### src/rtl/dram_rfr_pkg.sv
package dram_rfr_pkg;

  typedef enum logic [1:0] {
    CY_IDLE,
    CY_CSR,
    CY_RAS,
    CY_PRE
  } cyc_st_e;

  typedef enum logic [2:0] {
    PH_PAUSE,
    PH_PRIME,
    PH_RUN,
    PH_SR_PRE,
    PH_SR_HOLD,
    PH_SR_POST
  } phase_e;

  function automatic int max2(input int a, input int b);
    return (a > b) ? a : b;
  endfunction

endpackage

### src/rtl/rfr_tick.sv
module rfr_tick #(
  parameter int LEN = 16
) (
  input  logic clk,
  input  logic rst_n,
  input  logic en,
  output logic tick
);

  generate
    if (LEN <= 1) begin : g_pass
      assign tick = en;
    end else begin : g_cnt
      localparam int CW = $clog2(LEN);
      logic [CW-1:0] cnt;

      always_ff @(posedge clk) begin
        if (!rst_n) begin
          cnt <= CW'(LEN - 1);
        end else if (en) begin
          if (cnt == '0) cnt <= CW'(LEN - 1);
          else           cnt <= cnt - 1'b1;
        end
      end

      assign tick = en && (cnt == '0);
    end
  endgenerate

endmodule

### src/rtl/rfr_owed.sv
module rfr_owed #(
  parameter int MAX = 8
) (
  input  logic clk,
  input  logic rst_n,
  input  logic inc,
  input  logic dec,
  output logic pending,
  output logic full
);

  localparam int CW = $clog2(MAX + 1);

  logic [CW-1:0] count;
  logic          dec_eff;
  logic          inc_eff;

  assign full    = (count == CW'(MAX));
  assign pending = (count != '0);
  assign dec_eff = dec && pending;
  // at the limit a tick is only kept when a refresh frees a slot
  assign inc_eff = inc && (!full || dec_eff);

  always_ff @(posedge clk) begin
    if (!rst_n) begin
      count <= '0;
    end else begin
      case ({inc_eff, dec_eff})
        2'b10:   count <= count + 1'b1;
        2'b01:   count <= count - 1'b1;
        default: count <= count;
      endcase
    end
  end

endmodule

### src/rtl/rfr_cbr_engine.sv
module rfr_cbr_engine
  import dram_rfr_pkg::*;
#(
  parameter int T_CSR      = 1,
  parameter int T_RAS      = 5,
  parameter int T_RP       = 3,
  parameter int T_RPS      = 11,
  parameter int SR_MIN_CYC = 10000
) (
  input  logic clk,
  input  logic rst_n,
  input  logic start,
  input  logic long_req,
  input  logic release_i,
  output logic ras_n,
  output logic cas_n,
  output logic idle,
  output logic done
);

  localparam int MAXL = max2(max2(T_CSR, T_RAS), max2(max2(T_RP, T_RPS), SR_MIN_CYC));
  localparam int CW   = $clog2(MAXL + 1);

  cyc_st_e       st;
  logic [CW-1:0] cnt;
  logic          long_q;

  always_ff @(posedge clk) begin
    if (!rst_n) begin
      st     <= CY_IDLE;
      cnt    <= '0;
      long_q <= 1'b0;
    end else begin
      case (st)
        CY_IDLE: begin
          if (start) begin
            st     <= CY_CSR;
            cnt    <= CW'(T_CSR - 1);
            long_q <= long_req;
          end
        end
        CY_CSR: begin
          if (cnt == '0) begin
            st  <= CY_RAS;
            cnt <= long_q ? CW'(SR_MIN_CYC - 1) : CW'(T_RAS - 1);
          end else begin
            cnt <= cnt - 1'b1;
          end
        end
        CY_RAS: begin
          if (cnt != '0) begin
            cnt <= cnt - 1'b1;
          end else if (!long_q || release_i) begin
            st  <= CY_PRE;
            cnt <= long_q ? CW'(T_RPS - 1) : CW'(T_RP - 1);
          end
        end
        CY_PRE: begin
          if (cnt == '0) st <= CY_IDLE;
          else           cnt <= cnt - 1'b1;
        end
        default: st <= CY_IDLE;
      endcase
    end
  end

  assign idle  = (st == CY_IDLE);
  assign done  = (st == CY_PRE) && (cnt == '0);
  assign ras_n = (st != CY_RAS);
  assign cas_n = !((st == CY_CSR) || (st == CY_RAS));

endmodule

### src/rtl/dram_refresh_sched.sv
module dram_refresh_sched
  import dram_rfr_pkg::*;
#(
  parameter int PAUSE_CYC    = 20000,
  parameter int INTERVAL_CYC = 1560,
  parameter int PRIME_CNT    = 8,
  parameter int OWED_MAX     = 8,
  parameter int T_CSR        = 1,
  parameter int T_RAS        = 5,
  parameter int T_RP         = 3,
  parameter int T_RPS        = 11,
  parameter int SR_MIN_CYC   = 10000
) (
  input  logic clk,
  input  logic rst_n,
  input  logic ref_gnt,
  input  logic sr_req,
  output logic ready,
  output logic ref_req,
  output logic ref_urgent,
  output logic bus_own,
  output logic sr_active,
  output logic ras_n,
  output logic cas_n,
  output logic we_n
);

  localparam int PW = $clog2(PRIME_CNT + 1);

  phase_e        phase_q;
  logic [PW-1:0] prime_left;
  logic          busy_q;

  logic pause_tick, int_tick;
  logic eng_idle, eng_done, eng_start, eng_long;
  logic owed_pend, owed_full, owed_dec;
  logic in_run, accept;

  assign in_run = (phase_q == PH_RUN);

  rfr_tick #(.LEN(PAUSE_CYC)) u_pause (
    .clk  (clk),
    .rst_n(rst_n),
    .en   (phase_q == PH_PAUSE),
    .tick (pause_tick)
  );

  rfr_tick #(.LEN(INTERVAL_CYC)) u_interval (
    .clk  (clk),
    .rst_n(rst_n),
    .en   (in_run),
    .tick (int_tick)
  );

  assign owed_dec = eng_done && (in_run || (phase_q == PH_SR_PRE) || (phase_q == PH_SR_POST));

  rfr_owed #(.MAX(OWED_MAX)) u_owed (
    .clk    (clk),
    .rst_n  (rst_n),
    .inc    (int_tick),
    .dec    (owed_dec),
    .pending(owed_pend),
    .full   (owed_full)
  );

  assign ref_req  = in_run && !busy_q && (owed_pend || sr_req);
  assign accept   = ref_req && ref_gnt;
  assign eng_long = (phase_q == PH_SR_HOLD);
  // the engine is idle only in the first cycle of SR_HOLD and SR_POST
  assign eng_start = ((phase_q == PH_PRIME) && eng_idle && (prime_left != '0))
                   || accept
                   || (((phase_q == PH_SR_HOLD) || (phase_q == PH_SR_POST)) && eng_idle);

  rfr_cbr_engine #(
    .T_CSR     (T_CSR),
    .T_RAS     (T_RAS),
    .T_RP      (T_RP),
    .T_RPS     (T_RPS),
    .SR_MIN_CYC(SR_MIN_CYC)
  ) u_engine (
    .clk      (clk),
    .rst_n    (rst_n),
    .start    (eng_start),
    .long_req (eng_long),
    .release_i(!sr_req),
    .ras_n    (ras_n),
    .cas_n    (cas_n),
    .idle     (eng_idle),
    .done     (eng_done)
  );

  always_ff @(posedge clk) begin
    if (!rst_n) begin
      phase_q    <= PH_PAUSE;
      prime_left <= PW'(PRIME_CNT);
      busy_q     <= 1'b0;
    end else begin
      case (phase_q)
        PH_PAUSE: if (pause_tick) phase_q <= PH_PRIME;
        PH_PRIME: begin
          if (eng_done) begin
            prime_left <= prime_left - 1'b1;
            if (prime_left == PW'(1)) phase_q <= PH_RUN;
          end
        end
        PH_RUN: begin
          if (accept) begin
            if (sr_req) phase_q <= PH_SR_PRE;
            else        busy_q  <= 1'b1;
          end else if (eng_done) begin
            busy_q <= 1'b0;
          end
        end
        PH_SR_PRE:  if (eng_done) phase_q <= PH_SR_HOLD;
        PH_SR_HOLD: if (eng_done) phase_q <= PH_SR_POST;
        PH_SR_POST: if (eng_done) phase_q <= PH_RUN;
        default:    phase_q <= PH_PAUSE;
      endcase
    end
  end

  assign ready      = (phase_q != PH_PAUSE) && (phase_q != PH_PRIME);
  assign bus_own    = !in_run || busy_q;
  assign sr_active  = (phase_q == PH_SR_HOLD);
  assign ref_urgent = owed_full;
  assign we_n       = 1'b1;

endmodule

### config.mk
export PLATFORM = sky130hd
export DESIGN_NAME = dram_refresh_sched
export DESIGN_NICKNAME = d
export VERILOG_FILES = /design/src/rtl/dram_rfr_pkg.sv /design/src/rtl/rfr_tick.sv /design/src/rtl/rfr_owed.sv /design/src/rtl/rfr_cbr_engine.sv /design/src/rtl/dram_refresh_sched.sv
export SDC_FILE = /design/constraint.sdc
export NUM_CORES = 1
export LEC_CHECK = 0
export BUFFER_PORTS_ARGS = -buffer_cell sky130_fd_sc_hd__clkbuf_2
export CELL_PAD_IN_SITES_DETAIL_PLACEMENT = 2
export CELL_PAD_IN_SITES_GLOBAL_PLACEMENT = 2
export CORE_ASPECT_RATIO = 1.1
export CORE_MARGIN = 2
export CORE_UTILIZATION = 38
export DETAILED_ROUTE_END_ITERATION = 8
export PLACE_DENSITY_LB_ADDON = 0.15
export SYNTH_ARGS = -nofsm -noshare
export SYNTH_HDL_FRONTEND = slang
export SYNTH_SLANG_ARGS = --single-unit
### constraint.sdc
create_clock -name clk -period 3.39 [get_ports clk]
set_input_delay 0.1695 -clock clk [delete_from_list [all_inputs] [get_ports clk]]
set_output_delay 0.1695 -clock clk [all_outputs]
set_load 0.05 [all_outputs]
==> flow_summary.toml, run 1 <==
[setup_path]
required_ps = 3550
criticalPathCategory = "reg -> reg"
cp_max_fo = 13
cp.depth = 9
crit_chain = "nor4b_4 > nand4_2 > and4_1 > ha_1 > a21o_1 > a21oi_1 > a311oi_1 > a211oi_1 > nor4_1"
cp-start-kind = "register"
crit_family = "simple AND/OR/NAND/NOR gates"
worstRegToRegCells = 9
cpMaxStageDelayCell = "dfxtp_1"
cp-end-kind = "register"
path_buf_inv = 0
cp.arrival_ps = 3160
max_stage_delay_ps = 660

[floorplanning]
rows = 35
dieArea_um2 = 9170
dieHeight_um = 100
initial_utilization_pct = 38.7
core_area_um2 = 8280
ios = 12
chipWidth_um = 91.5

[clocking]
ctsRootBufferMaster = "clkbuf_8"
cts_buffers = 5
clock-sinks = 55
post_cts_buffers = 0
path_clk_slew_ps = 110
cts_tree = "built"
cts_resized = 0
htree_levels = 2
clockBufferDepth = 2
clkLatencyLatePin_ps = 310
hold_buffers = 0

[detailed_routing]
met1_length_um = 3850
drc = 0
drt_iter0_drc = 42
wl_met2_um = 4600
post_drt_via_cell_ratio = 5.63
vias = 2845
top_layer_used = "met4"
ant_nets = 0
drt-wirelength-per-cell_um = 17.1
first_pass_iters = 4
wl_um = 8630
met3WireLength_um = 105

[timing]
timing.final.crit_share_pct = 88.5
worst_slew_pin_slew_ps = 907
drv_slew = 0
rsz0062_at_grt = "no"
setup_viol_count_final = 0
fmax_mhz = 333
worst_hold_slack_ps = 266
period_needed_ps = 3000
setup_ws_ps = 390
relSlewSlack_pct = 39.5
timing.setup.tns_ps = 0
finClkSkew_ps = 11.7
finalHoldViolCount = 0

[place]
portBuffers = 10
dpl.hpwl_um = 6640
dp_cells = 497
gp_congestion = 0.768
place_ws_ps = 433

[grt]
gr-total-overflow = 0
grt_first_pass_wirelength_um = 15200
grt_max_degree = 26
grt_usage_pct = 20.2
grt_pass1_vias = 3121
antenna_found_initial = 0

[logic_synthesis]
async_reset_ff_share_pct = 0
synth_ff_type = "dfxtp_1"
syn_nets = 404
synthCells = 387
synth.avg_cell_area_um2 = 8.27
yosys.area.top_type_share_pct = 34.4
synth_top_cell_by_area = "dfxtp_1"
yosysWarnings = 0
synth_edf_count = 0
netlist_top_cells_area = "dfxtp_1 (34%), nor2_1 (5.0%), ha_1 (4.7%)"
ys_ff_latch = 55
ys_seq_area_share_pct = 34.4
synthesis.area_um2 = 3200
synth.distinct_cells = 71

[finish]
antenna_cells = 0
layout.cells.non_filler = 505
nNetsFinal = 410
drive_gt1_share_pct = 9.39
areaGrowthSynthToFinish_pct = 7.86

[worst_hold_path]
hp-class = "in -> reg"
hold_depth = 2

[power]
peakVddDrop_uv = 326
power-per-cell-area_nw_per_um2 = 471
p_leak_nw = 1.29
total_power_w = 0.00163

[outcome]
status = "complete, no violations"

[flow_run]
maxCapViolCount = 0
-- where the power goes --
part,leakage [nW],switching (W),internal [W]
logic,0.786,0.000303,0.000148
registers,0.444,0.0000412,0.000673
clock network,0.0548,0.000238,0.000223
total,1.29,0.000582,0.00104
-- cell usage after synthesis, drive strengths merged, types with 4 or more instances --
cell type,count
nor3,16
dfxtp,55
buf,6
or2,4
o21ai,13
or3,5
nor4,10
nand2,36
nand4,8
o211ai,4
a211oi,6
inv,29
clkbuf,8
and4,4
a21oi,24
nor4b,6
xnor2,12
nand3,10
nor2,43
ha,12
xor2,9
and3,5
a221oi,4
and2,4
-- metrics by stage --
step | util, % | area [um^2]
after floorplan | - | 3200
after CTS | 41.7 | 3450
after global routing | 41.7 | 3450
after detailed placement | 40.3 | 3340
final | 41.7 | 3450
after global placement | 40.3 | 3340
-- final timing paths --
check                          startpoint                       to  slack, ps
setup reg to reg               phase_q[1]          u_owed.count[3]        390
hold / removal                      rst_n            prime_left[3]        270
setup / recovery               phase_q[1]          u_owed.count[3]        390
hold reg to reg   u_interval.g_cnt.cnt[5]  u_interval.g_cnt.cnt[5]        470
-- layout make-up --
type                    count  area (um^2)
clock buffers               5         68.8
flip-flops and latches     55         1100
fillers                   954         4820
repair buffers             13         72.6
inverters                  29          109
well taps                 111          139
clock inverters             3         46.3
multi-input cells         289         1920
-- registers in the layout (all words and copies together) (netlist names), 2 cells and up --
name / cells
u_engine.cnt: 14
u_engine.st: 2
prime_left: 4
u_owed.count: 4
u_pause.g_cnt.cnt: 15
phase_q: 3
u_interval.g_cnt.cnt: 11
-- layout by cell type, fill, tap and decap left out, types with 7 or more instances in the layout --
cell type  synthesis  layout
dfxtp_1           55      55
nor2_1            43      43
nand2_1           35      35
inv_1             29      29
a21oi_1           24      24
nor3_1            14      14
xnor2_1           12      12
ha_1              12      12
nand3_1           10      10
clkbuf_2           0      10
nor4_1             9       9
xor2_1             9       9
o21ai_0            8       8
nand4_1            7       7
-- cell families after synthesis --
kind of cell / Yosys count / share of synthesized area, %
other: 1 / 0.117
AOI/OAI and AO/OA: 84 / 18.8
and+or+nand+nor: 166 / 28.6
xor gates and xnor gates: 21 / 5.75
adders and majority gates: 13 / 5.32
buffers and inverters: 43 / 5.75
DFF: 55 / 34.4
muxes: 4 / 1.29
-- routing by layer --
metal | vias up | GRT usage (%)
met3 | 6 | 2.33
met4 | 0 | 4.20
met1 | 1417 | 24.0
met5 | - | 0
li1 | 1407 | -
met2 | 15 | 38.7
No activity file was read; power rests on OpenSTA's default activity.
==> run 2: changes to the inputs <==
--- a/config.mk
+++ b/config.mk
@@ -13,6 +13,7 @@
 export CORE_UTILIZATION = 38
 export DETAILED_ROUTE_END_ITERATION = 8
 export PLACE_DENSITY_LB_ADDON = 0.15
+export RECOVER_POWER = 50
 export SYNTH_ARGS = -nofsm -noshare
 export SYNTH_HDL_FRONTEND = slang
 export SYNTH_SLANG_ARGS = --single-unit
==> run 2 against run 1 <==
Core utilization down 0.36 points. Wire length down 0.12%. Sequential share of layout area up 0.28 points. Sequential cell count unchanged. Critical path depth unchanged. Clock skew down 0.96 ps. Final area down 0.87%. Sequential power down 0.6%. Critical endpoint unchanged. Largest cell class unchanged. Largest power group unchanged.
==> flow_summary.toml, run 2 (synthesized netlist as in run 1, its figures left out) <==
[clocking]
ctsRootBufferMaster = "clkbuf_8"
hold_buffers = 0
post_cts_buffers = 0
clockBufferDepth = 2
clkLatencyLatePin_ps = 320
cts_resized = 0
cts_tree = "built"
cts_buffers = 5
path_clk_slew_ps = 110
htree_levels = 2
clock-sinks = 55

[grt]
grt_usage_pct = 20.2
gr-total-overflow = 0
grt_max_degree = 26
grt_pass1_vias = 3121
grt_first_pass_wirelength_um = 15200
antenna_found_initial = 0

[place]
dpl.hpwl_um = 6640
portBuffers = 10
dp_cells = 497
gp_congestion = 0.768

[timing]
setup_viol_count_final = 0
drv_slew = 0
finClkSkew_ps = 10.8
period_needed_ps = 3000
fmax_mhz = 334
worst_slew_pin_slew_ps = 1030
timing.setup.tns_ps = 0
relSlewSlack_pct = 30.9
timing.final.crit_share_pct = 88.3
finalHoldViolCount = 0
rsz0062_at_grt = "no"

[floorplanning]
ios = 12
dieArea_um2 = 9170
rows = 35
dieHeight_um = 100
initial_utilization_pct = 38.7
chipWidth_um = 91.5
core_area_um2 = 8280

[setup_path]
path_buf_inv = 0
cp-end-kind = "register"
max_stage_delay_ps = 610
cpMaxStageDelayCell = "dfxtp_1"
worst-r2r-setup-slack_ps = 390
cp.arrival_ps = 3160
crit_family = "simple AND/OR/NAND/NOR gates"
criticalPathCategory = "reg -> reg"
crit_chain = "nor4b_4 > nand4_1 > and4_1 > ha_1 > a21o_1 > a21oi_1 > a311oi_1 > a211oi_1 > nor4_1"
reg2reg_to = "u_owed.count[3]"
worstRegToRegCells = 9
rr_startpoint = "phase_q[1]"
cp-start-kind = "register"
cp-startpoint = "phase_q[1]"
cp_max_fo = 13
required_ps = 3550

[flow_run]
maxCapViolCount = 0

[power]
power-per-cell-area_nw_per_um2 = 472
p_leak_nw = 1.25
peakVddDrop_uv = 326

[detailed_routing]
drc = 0
ant_nets = 0
first_pass_iters = 4
drt-wirelength-per-cell_um = 17.1
wl_um = 8620
drt_iter0_drc = 36
vias = 2843
post_drt_via_cell_ratio = 5.63

[worst_hold_path]
hp-class = "in -> reg"
hold_end = "prime_left[3]"
hold_depth = 2
hold_start = "rst_n"

[finish]
largest-register = "u_pause.g_cnt.cnt"
largestRegisters = "u_pause.g_cnt.cnt x15, u_engine.cnt x14, u_interval.g_cnt.cnt x11"
antenna_cells = 0
layout.cells.non_filler = 505
final_cell_mix = "dfxtp_1 (55), nor2_1 (43), nand2_1 (35)"
largest_reg_flops = 15
final_common_cell = "dfxtp_1"
drive_gt1_share_pct = 7.11
areaGrowthSynthToFinish_pct = 6.92
nNetsFinal = 410

[outcome]
status = "complete, no violations"
[run 2: cell counts in the layout (fill, tap and decap cells not counted)]
No cell type changed its count.
[run 2: layer usage]
| layer | routed length [um] | GRT usage [%] |
|---|---|---|
| met5 | 0 | 0 |
| met4 | 97 | 4.20 |
| met2 | 4570 | 38.7 |
| met1 | 3850 | 24.0 |
| met3 | 105 | 2.33 |
[run 2: how the worst max path moves through the flow]
stage,endpoint,cells after the start,slack (ps)
2_1_floorplan,u_owed.count[1],4,560
3_3_place_gp,u_owed.count[3],9,590
3_5_place_dp,u_owed.count[3],9,430
4_1_cts,u_owed.count[3],9,360
5_1_grt,u_owed.count[3],9,90
6_report,u_owed.count[3],9,390
[run 2: per-stage QoR]
| step | hold WS [ps] | power, W | utilization [%] | worst slack [ps] | cell area (um^2) |
|---|---|---|---|---|---|
| after floorplan | 340 | 0.00108 | - | 560 | 3200 |
| after global placement | 453 | 0.00118 | 40.3 | 595 | 3340 |
| after detailed placement | 465 | 0.00119 | 40.3 | 433 | 3340 |
| after CTS | 265 | 0.00166 | 41.7 | 363 | 3450 |
| after global routing | 306 | 0.00172 | 41.3 | 92.2 | 3420 |
| final | 267 | 0.00162 | 41.3 | 395 | 3420 |
[run 2: where the power goes]
part | total (W) | switching, W | leakage, nW | internal [W]
logic | 0.000445 | 0.000304 | 0.748 | 0.000141
registers | 0.000711 | 0.0000376 | 0.444 | 0.000673
clock network | 0.000460 | 0.000237 | 0.0548 | 0.000223
[run 2: final cells by class]
type | count | area, um^2
Clock buffer | 5 | 68.8
Inverter | 29 | 109
Multi-Input combinational cell | 289 | 1890
Sequential cell | 55 | 1100
Fill cell | 958 | 4850
Tap cell | 111 | 139
Timing Repair Buffer | 13 | 65.1
Clock inverter | 3 | 46.3
==> run 3: changes to the inputs <==
--- a/config.mk
+++ b/config.mk
@@ -5,12 +5,13 @@
 export SDC_FILE = /design/constraint.sdc
 export NUM_CORES = 1
 export LEC_CHECK = 0
+export ABC_AREA = 1
 export BUFFER_PORTS_ARGS = -buffer_cell sky130_fd_sc_hd__clkbuf_2
 export CELL_PAD_IN_SITES_DETAIL_PLACEMENT = 2
 export CELL_PAD_IN_SITES_GLOBAL_PLACEMENT = 2
 export CORE_ASPECT_RATIO = 1.1
 export CORE_MARGIN = 2
-export CORE_UTILIZATION = 38
+export CORE_UTILIZATION = 35
 export DETAILED_ROUTE_END_ITERATION = 8
 export PLACE_DENSITY_LB_ADDON = 0.15
 export RECOVER_POWER = 50
==> run 3 against run 2 <==
Area after synthesis increased by 4.4%. Count of clock-buffer cells in the layout unchanged. Die area is 13% higher. Wire length is 7.2% higher. Sequential power increased by 24%. Critical endpoint unchanged.
==> flow_summary.toml, run 3 <==
[outcome]
status = "complete, no violations"

[grt]
grt_busiest_layer = "met2"
gr-total-overflow = 0
grt_max_degree = 25
grt_usage_pct = 19.2
met2_usage_pct = 37.3
grt.met1_usage_pct = 21.7
grt.met3_usage_pct = 2.37
grt_first_pass_wirelength_um = 16400
antenna_found_initial = 0
grt_pass1_vias = 3452

[floorplanning]
initial_utilization_pct = 35.9
core_area_um2 = 9310
dieArea_um2 = 10300
dieHeight_um = 106
rows = 37
chipWidth_um = 97.2
ios = 12

[setup_path]
cp_max_fo = 9
cp.depth = 16
cp-start-kind = "register"
required_ps = 3620
cp-end-kind = "register"
criticalPathCategory = "reg -> reg"
crit_chain = "inv_1 > nor2_1 > nand2_1 > inv_1 > nand4_1 > nand3_1 > inv_1 > ha_1 > nand2_1 > nand2_1 > a31oi_1 > inv_1 > nand2_1 > nand3_1 > nand2_1 > nor2_1"
crit_family = "simple AND/OR/NAND/NOR gates"
cpMaxStageDelayCell = "dfxtp_1"
path_buf_inv = 4
worstRegToRegCells = 16
cp.arrival_ps = 2770
worst-r2r-setup-slack_ps = 850
cpMostUsedCell = "nand2_1"
max_stage_delay_ps = 420

[logic_synthesis]
synth.avg_cell_area_um2 = 6.95
synth_most_common_cell = "nand2_1"
synth_top_cell_by_area = "dfxtp_1"
ys_seq_area_share_pct = 32.9
synth_ff_type = "dfxtp_1"
syn_nets = 498
yosys-top-cells-count = "nand2_1 (98), nor2_1 (64), inv_1 (60)"
synthCells = 481
yosys.area.top_type_share_pct = 32.9
yosysWarnings = 0
netlist_top_cells_area = "dfxtp_1 (33%), nand2_1 (11%), nor2_1 (7.2%)"
ys_ff_latch = 55
synth_edf_count = 0
synth.distinct_cells = 44
async_reset_ff_share_pct = 0
synthesis.area_um2 = 3340

[power]
p_seq_share_pct = 26.1
peakVddDrop_uv = 214
power-per-cell-area_nw_per_um2 = 955
p_switching_w = 0.00179
p_leak_nw = 1.58
comb_power_share_pct = 60.0
switching_share_pct = 53.0
total_power_w = 0.00338
p_int_w = 0.00159
pwr-share-clk_pct = 13.9

[clocking]
ctsRootBufferMaster = "clkbuf_8"
clock-sinks = 55
htree_levels = 2
cts_tree = "built"
cts_resized = 0
clkLatencyLatePin_ps = 330
clockBufferDepth = 2
post_cts_buffers = 0
hold_buffers = 0
path_clk_slew_ps = 110
cts_buffers = 5

[timing]
worst_slew_pin_slew_ps = 616
timing.setup.tns_ps = 0
setup_viol_count_final = 0
rsz0062_at_grt = "no"
period_needed_ps = 2540
fmax_mhz = 394
finClkSkew_ps = 4.75
finalHoldViolCount = 0
relSlewSlack_pct = 59.1
timing.final.crit_share_pct = 74.8
drv_slew = 0

[detailed_routing]
wl_um = 9250
drt-wirelength-per-cell_um = 15.1
drc = 0
drt_iter0_drc = 59
ant_nets = 0
vias = 3089
first_pass_iters = 4
post_drt_via_cell_ratio = 5.05

[place]
gp_congestion = 0.793
dpl.hpwl_um = 7200
portBuffers = 10

[finish]
areaGrowthSynthToFinish_pct = 5.84
final_cell_mix = "nand2_1 (102), nor2_1 (68), inv_1 (64)"
largestRegisters = "u_pause.g_cnt.cnt x15, u_engine.cnt x14, u_interval.g_cnt.cnt x11"
nFillCells = 1152
drive_gt1_share_pct = 8.28
final_common_cell = "nand2_1"
largest_reg_flops = 15
antenna_cells = 0
nNetsFinal = 511
largest-register = "u_pause.g_cnt.cnt"

[flow_run]
maxCapViolCount = 0

[worst_hold_path]
hp-class = "in -> reg"
hold_depth = 3
[run 3: cell count changes after synthesis, moves of 6 or more]
cell	before	now
nand2_1	35	98
inv_1	29	60
nand3_1	10	38
nor2_1	43	64
o21ai_0	8	18
xnor2_1	12	3
a21oi_1	24	32
nand2_2	1	9
nor4_1	9	1
clkbuf_1	8	1
nor3_1	14	7
inv_2	0	6
nor2_2	0	6
[run 3: metrics by stage]
stage          hold slack [ps]  utilization (%)  setup WS [ps]  std cells  instance area, um^2
2_1_floorplan              308                -           1170        481                 3340
3_3_place_gp               441             37.8           1070        604                 3520
3_5_place_dp               463             37.8            880        604                 3520
4_1_cts                    177             39.0            860        612                 3630
5_1_grt                    214             38.0            468        612                 3540
6_report                   185             38.0            855        612                 3540
[run 3: cells by family (layout without fill, tap and decap cells)]
kind of cell,Yosys count,in the layout,synth area share [%]
fa+ha+maj,13,13,5.09
compound gates,67,67,10.9
xor+xnor,17,17,4.46
flops,55,55,32.9
simple gates,256,256,38.1
buf+inv,72,86,8.39
other cells,1,1,0.112
[run 3: worst min-delay path, stage by stage]
cell and delay (ps):
clkbuf_2 120, nand4_1 110, a21oi_1 60
[run 3: final timing paths]
check                             start                    end
setup / recovery             phase_q[1]        u_owed.count[3]
hold / removal                  ref_gnt                 busy_q
setup reg to reg             phase_q[1]        u_owed.count[3]
hold reg to reg   u_pause.g_cnt.cnt[14]  u_pause.g_cnt.cnt[14]
[run 3: power groups by stage]
stage / Sequential [W] / Combinational, W / Clock, W
2_1_floorplan: 0.000871 / 0.00162 / 0
3_3_place_gp: 0.000896 / 0.00203 / 0
3_5_place_dp: 0.000904 / 0.00212 / 0
4_1_cts: 0.000890 / 0.00213 / 0.000488
5_1_grt: 0.000902 / 0.00233 / 0.000513
6_report: 0.000881 / 0.00203 / 0.000470
[run 3: cell type report]
cell class | instances | area [um^2] | share of cell area (%)
sequential | 55 | 1100 | 31.1
tap | 117 | 146 | 4.14
clock inverter | 3 | 43.8 | 1.24
timing repair buffer | 10 | 42.5 | 1.20
inverter | 68 | 260 | 7.36
clock buffer | 5 | 68.8 | 1.95
multi-input combinational | 354 | 1870 | 53.0
[run 3: metal layers]
layer | vias to the layer above | routed length, um
li1 | 1553 | -
met1 | 1515 | 4030
met2 | 11 | 4960
met3 | 10 | 105
met4 | 0 | 145
met5 | - | 0
